==> src/rtl/irq_arb_pkg.sv <==
package irq_arb_pkg;

    typedef enum logic [1:0] {
        PRIV_U    = 2'b00,
        PRIV_S    = 2'b01,
        PRIV_RSVD = 2'b10,
        PRIV_M    = 2'b11
    } priv_e;

    localparam int PLAT_BASE   = 16;
    localparam int STD_COUNT   = 7;
    localparam int PICK_W      = 8;

    localparam int C_SSI   = 1;
    localparam int C_MSI   = 3;
    localparam int C_STI   = 5;
    localparam int C_MTI   = 7;
    localparam int C_SEI   = 9;
    localparam int C_MEI   = 11;
    localparam int C_LCOFI = 13;

    typedef struct packed {
        logic              found;
        logic [PICK_W-1:0] cause;
    } pick_t;

    // Standard cause occupying a given rank, rank 0 being the strongest.
    function automatic int std_order(input int rank);
        case (rank)
            0:       return C_MEI;
            1:       return C_MSI;
            2:       return C_MTI;
            3:       return C_SEI;
            4:       return C_SSI;
            5:       return C_STI;
            default: return C_LCOFI;
        endcase
    endfunction

    // True for cause numbers that may ever produce a machine trap.
    function automatic bit is_ranked(input int idx);
        if (idx >= PLAT_BASE) return 1'b1;
        for (int r = 0; r < STD_COUNT; r++) begin
            if (std_order(r) == idx) return 1'b1;
        end
        return 1'b0;
    endfunction

endpackage

==> src/rtl/irq_live_mask.sv <==
module irq_live_mask
    import irq_arb_pkg::*;
#(
    parameter int NUM_CAUSES = 32
) (
    input  logic [NUM_CAUSES-1:0] pend_i,
    input  logic [NUM_CAUSES-1:0] en_i,
    input  logic [NUM_CAUSES-1:0] deleg_i,
    output logic [NUM_CAUSES-1:0] live_o
);

    for (genvar g = 0; g < NUM_CAUSES; g++) begin : g_bit
        if (is_ranked(g)) begin : g_ranked
            // pending, enabled and kept at machine level
            assign live_o[g] = pend_i[g] & en_i[g] & ~deleg_i[g];
        end else begin : g_unranked
            // no defined machine-level meaning, forced off
            assign live_o[g] = pend_i[g] & en_i[g] & ~deleg_i[g] & 1'b0;
        end
    end

endmodule

==> src/rtl/irq_prio_pick.sv <==
module irq_prio_pick
    import irq_arb_pkg::*;
#(
    parameter int NUM_CAUSES = 32
) (
    input  logic [NUM_CAUSES-1:0] live_i,
    output pick_t                 pick_o
);

    always_comb begin
        pick_o = '0;
        // platform causes first, lowest index wins
        for (int i = PLAT_BASE; i < NUM_CAUSES; i++) begin
            if (!pick_o.found && live_i[i]) begin
                pick_o.found = 1'b1;
                pick_o.cause = PICK_W'(i);
            end
        end
        // fixed order among standard causes
        for (int r = 0; r < STD_COUNT; r++) begin
            if (!pick_o.found && live_i[std_order(r)]) begin
                pick_o.found = 1'b1;
                pick_o.cause = PICK_W'(std_order(r));
            end
        end
    end

endmodule

==> src/rtl/irq_trap_arbiter.sv <==
module irq_trap_arbiter
    import irq_arb_pkg::*;
#(
    parameter int NUM_CAUSES = 32,
    localparam int CAUSE_W   = $clog2(NUM_CAUSES)
) (
    input  logic                  clk,
    input  logic                  rst,
    input  logic [NUM_CAUSES-1:0] pend_i,
    input  logic [NUM_CAUSES-1:0] en_i,
    input  logic [NUM_CAUSES-1:0] deleg_i,
    input  logic [1:0]            priv_i,
    input  logic                  mstatus_mie_i,
    input  logic                  xret_i,
    input  logic                  csr_wr_i,
    output logic                  trap_o,
    output logic [CAUSE_W-1:0]    cause_o
);

    logic [NUM_CAUSES-1:0] live_w;
    pick_t                 pick_w;
    logic                  admit_w;
    logic                  trap_q;
    logic [CAUSE_W-1:0]    cause_q;

    irq_live_mask #(.NUM_CAUSES(NUM_CAUSES)) live_i (
        .pend_i  (pend_i),
        .en_i    (en_i),
        .deleg_i (deleg_i),
        .live_o  (live_w)
    );

    irq_prio_pick #(.NUM_CAUSES(NUM_CAUSES)) pick_i (
        .live_i (live_w),
        .pick_o (pick_w)
    );

    // global gate from privilege mode and machine enable
    assign admit_w = (priv_e'(priv_i) != PRIV_M) || mstatus_mie_i;

    always_ff @(posedge clk) begin
        if (rst) begin
            trap_q  <= 1'b0;
            cause_q <= '0;
        end else if (xret_i || csr_wr_i) begin
            // inputs may be stale this cycle, hold off one cycle
            trap_q  <= 1'b0;
            cause_q <= '0;
        end else if (pick_w.found && admit_w) begin
            trap_q  <= 1'b1;
            cause_q <= pick_w.cause[CAUSE_W-1:0];
        end else begin
            trap_q  <= 1'b0;
            cause_q <= '0;
        end
    end

    assign trap_o  = trap_q;
    assign cause_o = cause_q;

    // Checker-side copy of the raw live condition from the ports.
    logic [NUM_CAUSES-1:0] raw_live_q;
    always_ff @(posedge clk) raw_live_q <= pend_i & en_i & ~deleg_i;

    assert_cause_live_R1: assert property (@(posedge clk) disable iff (rst)
        trap_o |-> raw_live_q[cause_o]);

    assert_priv_gate_R2: assert property (@(posedge clk) disable iff (rst)
        trap_o |-> ($past(priv_i) != 2'b11 || $past(mstatus_mie_i)));

    assert_mti_below_mei_msi_R3: assert property (@(posedge clk) disable iff (rst)
        (trap_o && cause_o == CAUSE_W'(C_MTI)) |->
            (!raw_live_q[C_MEI] && !raw_live_q[C_MSI]));

    assert_ranked_only_R5: assert property (@(posedge clk) disable iff (rst)
        trap_o |-> is_ranked(int'(cause_o)));

    assert_pulse_withhold_R7: assert property (@(posedge clk) disable iff (rst)
        (xret_i || csr_wr_i) |=> !trap_o);

    assert_idle_cause_zero_R8: assert property (@(posedge clk) disable iff (rst)
        !trap_o |-> cause_o == '0);

endmodule

==> config.mk <==
export PLATFORM = sky130hd
export DESIGN_NAME = irq_trap_arbiter
export DESIGN_NICKNAME = d
export VERILOG_FILES = /design/src/rtl/irq_arb_pkg.sv /design/src/rtl/irq_live_mask.sv /design/src/rtl/irq_prio_pick.sv /design/src/rtl/irq_trap_arbiter.sv
export SDC_FILE = /design/constraint.sdc
export NUM_CORES = 1
export LEC_CHECK = 0
export ABC_CLOCK_PERIOD_IN_PS = 3100
export BUFFER_PORTS_ARGS = -buffer_cell sky130_fd_sc_hd__buf_2
export CORE_MARGIN = 8
export CORE_UTILIZATION = 29
export DETAILED_ROUTE_END_ITERATION = 7
export PLACE_DENSITY = 0.89
export RECOVER_POWER = 100
export SYNTH_ARGS = -nofsm -noshare
export SYNTH_HDL_FRONTEND = slang
export SYNTH_SLANG_ARGS = --single-unit
==> constraint.sdc <==
create_clock -name clk -period 3.1 [get_ports clk]
set_input_delay 0.93 -clock clk [delete_from_list [all_inputs] [get_ports clk]]
set_output_delay 0.93 -clock clk [all_outputs]
set_load 0.02 [all_outputs]
==> impl_metrics.tcl, run 1 <==
set metrics [dict create \
    cts_made_buffers 3 \
    status "complete, no violations" \
    wire_per_inst_um 12.0 \
    synthSimpleGateAreaFrac_pct 47.8 \
    antenna_found_initial 0 \
    synthArstFlopShare_pct 0 \
    ctsHoldBuffers 0 \
    period_minus_slack_ps 2100 \
    post_cts_buffers 0 \
    ant_nets 0 \
    first_global_vias 970 \
    hp-class "in2reg" \
    synth_common_cells "13 x nand2_1, 13 x nand3b_1, 6 x dfxtp_1, 6 x nor2_1" \
    n_antenna_cell 0 \
    core-area_mm2 0.00217 \
    whs_ps 995 \
    final.setup.tns_ps 0 \
    wirelength_um 2320 \
    crit_path_end_kind "register" \
    routed_via_density 4.76 \
    drc 0 \
    cts.htree.levels 1 \
    avgSynthCellArea_um2 8.08 \
    synth.area.mux_share_pct 0 \
    hold_violations 0 \
    grt_max_degree 6 \
    nNetsFinal 270 \
    crit_fanout 5 \
    sw_frac_of_total_pct 29.8 \
    vias 919 \
    synth_area_leader_cell "dfxtp_1" \
    placed_area_mm2 0.00109 \
    rows 17 \
    cts-root-buf "clkbuf_4" \
    start_util_pct 30.2 \
    finalSetupViolations 0 \
    grt_usage_pct 11.0 \
    synth-main-ff-cell "dfxtp_1" \
    min_from "rst" \
    grt_pass1_wl_um 3770 \
    synth_top_family_by_area "simple AND/OR/NAND/NOR gates" \
    drive_gt1_share_pct 52.7 \
    maxSlewViolCount 0 \
    cts.clk_slew.worst_paths_ps 40 \
    synth_top_area_share_pct 18.4 \
    pwr-share-comb_pct 43.3 \
    final_util_pct 50.5 \
    tightest_slew_ps 349 \
    syn_to_final_growth_pct 67.5 \
    clock_sinks 6 \
    synth_compound_area_share_pct 32.1 \
    p_leak_nw 0.602 \
    fin_crit_sh_pct 67.8 \
    finalPower_mw 0.268 \
    cp-startpoint "deleg_i[23]" \
    required_ps 3240 \
    gp_congestion 0.716 \
    switchingPower_mw 0.0798 \
    max_freq_ghz 0.476 \
    ys_seq_elements 6 \
    grt-ovfl-total 0 \
    internal_power_mw 0.188 \
    syn_area_um2 654 \
    cts.repair.resized 0 \
    ys_types 26 \
    synth_edf_count 0 \
    dr.pass1.iters 4 \
    ir_drop_mv 0.117 \
    ys_warn_count 0 \
    design.die.area_mm2 0.00403 \
    die_height_um 63.5 \
    relSlewSlack_pct 76.7 \
    dp_hpwl_um 2180 \
    finalInstanceArea_mm2 0.00110 \
    ys_seq_area_share_pct 18.4 \
    die_w_um 63.5 \
    syn-num-nets 184 \
    synthXorXnorAreaFrac_pct 0 \
    pwr_density_cell_mw_per_mm2 244 \
    p_clk_share_pct 26.4 \
    first_iter_violations 11 \
    seq_power_share_pct 30.3 \
    critical_path_class "in2reg" \
    numPortBuffers 81 \
    synth_fa_ha_area_share_pct 0 \
    cp.arrival_ps 2240 \
    maxCapViolCount 0 \
    ioPinCount 109 \
    synthCells 81 \
    clockBufferDepth 2 \
    startpoint_type "input port" \
    synth.area.top_cells "dfxtp_1 18%, nand3b_1 15%, nand3b_4 9.2%" \
    rsz0062_at_grt "false" \
    cts_tree "done" \
]
placed cells by master (no fill, tap or decap):
cell / count
o21ai_0: 6
o2111ai_1: 1
o21ai_4: 1
a2111oi_4: 1
clkbuf_4: 3
o311ai_0: 1
nor3_1: 2
dfxtp_1: 6
o221ai_1: 1
nand2_1: 13
nand2_2: 2
nand3_1: 3
a21oi_1: 5
inv_1: 3
nor2_1: 6
nand3b_4: 3
and3_4: 1
clkbuf_1: 6
a31o_1: 1
o211ai_1: 3
nand3b_1: 13
a31oi_1: 2
and3b_1: 2
o21bai_1: 1
and3_1: 2
o21ba_4: 1
buf_2: 75
a32oi_1: 1
metrics by stage:
| step | std cells | worst slack [ps] |
|---|---|---|
| floorplan | 81 | 1020 |
| global placement | 190 | 826 |
| detailed placement | 190 | 827 |
| CTS | 193 | 1070 |
| global route | 193 | 866 |
| finish | 193 | 998 |
metal layers:
layer	vias to the layer above	wire (um)	GRT usage [%]	share of wire (%)
li1	478	-	-	-
met1	392	905	11.2	39
met2	45	1130	19.3	49
met3	4	262	5.65	11
met4	0	25	3.34	1.1
met5	-	0	0	0
cell type report:
cell class | count | area (um^2)
fill | 226 | 1070
multi-input combinational | 72 | 509
timing repair buffer | 81 | 398
sequential | 6 | 120
tap | 28 | 35.0
clock buffer | 3 | 22.5
inverter | 3 | 11.3
kinds of logic (layout without fill, tap and decap cells):
family | Yosys count | in the layout
buffers and inverters | 3 | 87
flip-flops | 6 | 6
AND/OR/NAND/NOR | 47 | 47
AO/OA/AOI/OAI | 25 | 25
flip-flops by register name (all words and copies together) (netlist names):
| register | flops |
|---|---|
| cause_o | 5 |
| trap_o | 1 |
power groups by stage:
stage / clock [mW] / sequential, mW / combinational [mW]
floorplan: 0 / 0.0860 / 0.0583
global placement: 0 / 0.0822 / 0.119
detailed placement: 0 / 0.0823 / 0.121
CTS: 0.0737 / 0.0809 / 0.122
global route: 0.0759 / 0.0812 / 0.130
finish: 0.0707 / 0.0810 / 0.116
final timing paths:
check / to / slack, ps / cells after the start
worst max-delay path: cause_o[2] / 1000 / 7
worst min-delay path: cause_o[4] / 990 / 4
critical path, cell delays in order:
cell and delay, ps:
buf_2 90, nand3b_1 150, o21ai_0 110, nor2_1 140, and3_1 230, a31o_1 260, a2111oi_4 330
Power figures use the tool's default switching activity.
==> inputs of run 2 (changes only) <==
--- a/config.mk
+++ b/config.mk
@@ -5,12 +5,12 @@
 export SDC_FILE = /design/constraint.sdc
 export NUM_CORES = 1
 export LEC_CHECK = 0
-export ABC_CLOCK_PERIOD_IN_PS = 3100
+export ABC_CLOCK_PERIOD_IN_PS = 2000
 export BUFFER_PORTS_ARGS = -buffer_cell sky130_fd_sc_hd__buf_2
 export CORE_MARGIN = 8
-export CORE_UTILIZATION = 29
+export CORE_UTILIZATION = 27
 export DETAILED_ROUTE_END_ITERATION = 7
-export PLACE_DENSITY = 0.89
+export PLACE_DENSITY = 0.84
 export RECOVER_POWER = 100
 export SYNTH_ARGS = -nofsm -noshare
 export SYNTH_HDL_FRONTEND = slang
==> constraint.sdc (replaced) <==
create_clock -name clk -period 2 [get_ports clk]
set_input_delay 0.6 -clock clk [delete_from_list [all_inputs] [get_ports clk]]
set_output_delay 0.6 -clock clk [all_outputs]
set_load 0.02 [all_outputs]
==> impl_metrics.tcl, run 2 (same netlist as run 1, synthesis figures left out) <==
set metrics [dict create \
    crit_fanout 4 \
    maxSlewViolCount 0 \
    cp-startpoint "en_i[30]" \
    switchingPower_mw 0.125 \
    finalSetupViolations 0 \
    pwr-share-comb_pct 44.8 \
    final_cell_mix "75 x buf_2, 13 x nand3b_1, 13 x nand2_1, 7 x clkbuf_1" \
    cts.clk_slew.worst_paths_ps 40 \
    first_iter_violations 8 \
    maxCapViolCount 0 \
    grt_max_degree 5 \
    crit_path_end_kind "register" \
    cts-root-buf "clkbuf_4" \
    grt_pass1_wl_um 3640 \
    ir_drop_mv 0.224 \
    gp_congestion 0.702 \
    rows 18 \
    first_global_vias 972 \
    die_w_um 65.2 \
    max_freq_ghz 0.587 \
    place_inst 195 \
    stdcell_count 198 \
    drc 0 \
    largest_register_ff_count 5 \
    rsz0062_at_grt "false" \
    ant_nets 0 \
    dp_hpwl_um 2230 \
    worstHoldPathCells 4 \
    cts_tree "done" \
    clock_sinks 6 \
    placed_area_mm2 0.00112 \
    hold_violations 0 \
    status "complete, no violations" \
    relSlewSlack_pct 76.1 \
    n_antenna_cell 0 \
    ioPinCount 109 \
    routed_via_density 4.70 \
    design.die.area_mm2 0.00425 \
    fin_crit_sh_pct 85.2 \
    final_util_pct 47.2 \
    period_minus_slack_ps 1700 \
    wire_per_inst_um 11.9 \
    antenna_found_initial 0 \
    pwr_density_cell_mw_per_mm2 375 \
    grt-ovfl-total 0 \
    numPortBuffers 81 \
    clockBufferDepth 2 \
    tightest_slew_ps 356 \
    drive_gt1_share_pct 54.2 \
    post_cts_buffers 0 \
    p_clk_share_pct 25.5 \
    cts.htree.levels 1 \
    syn_to_final_growth_pct 72.3 \
    startpoint_type "input port" \
    critical_path_class "in2reg" \
    endpoint "cause_o[1]" \
    cts_made_buffers 3 \
    p_leak_nw 0.615 \
    internal_power_mw 0.297 \
    die_height_um 65.2 \
    seq_power_share_pct 29.7 \
    grt_usage_pct 10.3 \
    cts.repair.resized 0 \
    required_ps 2110 \
    ctsHoldBuffers 0 \
    start_util_pct 27.4 \
    final_common_cell "buf_2" \
    nNetsFinal 273 \
    final.setup.tns_ps 0 \
    sw_frac_of_total_pct 29.6 \
    finalInstanceArea_mm2 0.00113 \
    wirelength_um 2360 \
    core-area_mm2 0.00239 \
    vias 930 \
    dr.pass1.iters 4 \
    hp-class "in2reg" \
    finalPower_mw 0.422 \
    cp.arrival_ps 1820 \
]
## run 2: per-stage QoR
| step | hold slack [ps] | worst slack [ps] |
|---|---|---|
| after floorplan | 826 | 246 |
| after global placement | 948 | 73.6 |
| after detailed placement | 945 | 86.5 |
| after CTS | 693 | 340 |
| after global routing | 717 | 224 |
| final | 708 | 297 |
## run 2: critical path: stages
cell and delay [ps]:
buf_2 90, and3b_1 180, a31oi_1 270, and3_2 260
a31o_4 170, clkbuf_1 170, a21oi_1 70
## run 2: worst min path at each step
stage,startpoint,end,slack (ps)
2_1_floorplan,rst,cause_o[4],830
3_3_place_gp,rst,cause_o[4],950
3_5_place_dp,rst,cause_o[4],940
4_1_cts,rst,cause_o[4],690
5_1_grt,pend_i[19],cause_o[2],720
6_report,pend_i[19],cause_o[2],710
## run 2: area by class of cell
| cell class | instances | area (um^2) |
|---|---|---|
| Clock buffer | 3 | 22.5 |
| Fill cell | 271 | 1260 |
| Inverter | 3 | 11.3 |
| Multi-Input combinational cell | 72 | 519 |
| Sequential cell | 6 | 120 |
| Tap cell | 30 | 37.5 |
| Timing Repair Buffer | 84 | 417 |
## run 2: layer usage
layer	vias up	wire, um	track usage (%)
li1	484	-	-
met1	402	922	10.2
met2	42	1200	19.2
met3	2	233	4.08
met4	0	6	3.27
met5	-	0	0
## run 2: power groups by stage
stage                     Combinational, mW  Clock (mW)  Sequential (mW)
after floorplan                      0.0903           0            0.133
after global placement                0.190           0            0.127
after detailed placement              0.195           0            0.127
after CTS                             0.195       0.113            0.125
after global routing                  0.209       0.119            0.126
final                                 0.189       0.108            0.125
==> inputs of run 3 (changes only) <==
--- a/config.mk
+++ b/config.mk
@@ -10,6 +10,8 @@
 export CORE_MARGIN = 8
 export CORE_UTILIZATION = 27
 export DETAILED_ROUTE_END_ITERATION = 7
+export HOLD_SLACK_MARGIN = 0.03
+export MAX_ROUTING_LAYER = met4
 export PLACE_DENSITY = 0.84
 export RECOVER_POWER = 100
 export SYNTH_ARGS = -nofsm -noshare
==> impl_metrics.tcl, run 3 (same netlist as run 1, synthesis figures left out) <==
set metrics [dict create \
    die_w_um 65.2 \
    crit_buf_inv 2 \
    grt-ovfl-total 0 \
    grt_usage_pct 10.6 \
    rsz0062_at_grt "false" \
    cts_tree "done" \
    antenna_found_initial 0 \
    ant_nets 0 \
    fin_crit_sh_pct 85.2 \
    relSlewSlack_pct 76.1 \
    cp.arrival_ps 1820 \
    stdcell_count 198 \
    first_iter_violations 9 \
    path_cells "buf_2 > and3b_1 > a31oi_1 > and3_2 > a31o_4 > clkbuf_1 > a21oi_1" \
    wirelength_um 2360 \
    pwr_density_cell_mw_per_mm2 374 \
    clockBufferDepth 2 \
    p_leak_nw 0.615 \
    vias 932 \
    max_freq_ghz 0.587 \
    hp-class "in2reg" \
    maxSlewViolCount 0 \
    maxCapViolCount 0 \
    post_cts_buffers 0 \
    rows 18 \
    crit_slowest_cell "a31oi_1" \
    critical-path-max-stage-delay_ps 270 \
    syn_to_final_growth_pct 72.3 \
    drive_gt1_share_pct 54.2 \
    wire_per_inst_um 11.9 \
    finalSetupViolations 0 \
    place_inst 195 \
    status "complete, no violations" \
    required_ps 2110 \
    crit_path_end_kind "register" \
    regArea_um2 120 \
    tightest_slew_ps 356 \
    grt_pass1_wl_um 3640 \
    path_delay_family "compound AO/OA/AOI/OAI gates" \
    finalInstanceArea_mm2 0.00113 \
    clock_sinks 6 \
    numPortBuffers 81 \
    final_common_cell "buf_2" \
    final_cell_mix "75 x buf_2, 13 x nand3b_1, 13 x nand2_1, 7 x clkbuf_1" \
    multi_input_area_um2 519 \
    dr.pass1.iters 4 \
    drc 0 \
    largest_register_ff_count 5 \
    nNetsFinal 273 \
    ioPinCount 109 \
    ir_drop_mv 0.224 \
    cts.clk_slew.worst_paths_ps 40 \
    start_util_pct 27.4 \
    period_minus_slack_ps 1700 \
    cts.htree.levels 1 \
    routed_via_density 4.71 \
    crit_fanout 4 \
    dp_hpwl_um 2230 \
    grt_max_degree 5 \
    n_antenna_cell 0 \
    core-area_mm2 0.00239 \
    ctsHoldBuffers 0 \
    cts.repair.resized 0 \
    critical_path_class "in2reg" \
    whs_ps 708 \
    placed_area_mm2 0.00112 \
    hold_violations 0 \
    cts-root-buf "clkbuf_4" \
    fillers 271 \
    design.die.area_mm2 0.00425 \
    startpoint_type "input port" \
    final_util_pct 47.2 \
    final.setup.tns_ps 0 \
    die_height_um 65.2 \
    first_global_vias 972 \
    cts_made_buffers 3 \
    gp_congestion 0.710 \
]
run 3: cell counts in the layout (fill, tap and decap cells not counted):
Identical to the previous run, type by type.
run 3: worst paths after layout:
check	slack (ps)	start	cells after the start	to
setup / recovery	300	en_i[30]	7	cause_o[1]
hold / removal	710	pend_i[19]	4	cause_o[2]
run 3: metrics by stage:
stage               setup WS (ps)  total power [mW]
floorplan                     246             0.224
global placement             73.6             0.318
detailed placement           86.5             0.322
CTS                           340             0.433
global route                  224             0.455
finish                        297             0.422
run 3: layout make-up:
cell class	instances	share of cell area (%)
timing repair buffer	84	37.0
multi-input combinational	72	46.1
clock buffer	3	2.00
sequential	6	10.7
tap	30	3.33
inverter	3	0.999
run 3: power breakdown:
part / switching, mW / leakage, nW / total [mW] / internal, mW
registers: 0.000988 / 0.0488 / 0.125 / 0.124
clock network: 0.0400 / 0.0138 / 0.108 / 0.0676
logic: 0.0841 / 0.552 / 0.189 / 0.105
total: 0.125 / 0.615 / 0.422 / 0.297
run 3: metal layers:
| layer | GRT usage (%) | routed length [um] |
|---|---|---|
| met1 | 10.8 | 958 |
| met2 | 19.2 | 1200 |
| met3 | 3.06 | 195 |
| met4 | 3.27 | 6 |
| met5 | - | 0 |
run 3: worst min-delay path, cell delays in order:
cell and delay [ps]:
buf_2 100, nand3b_4 80, o21ai_4 80, a2111oi_4 40
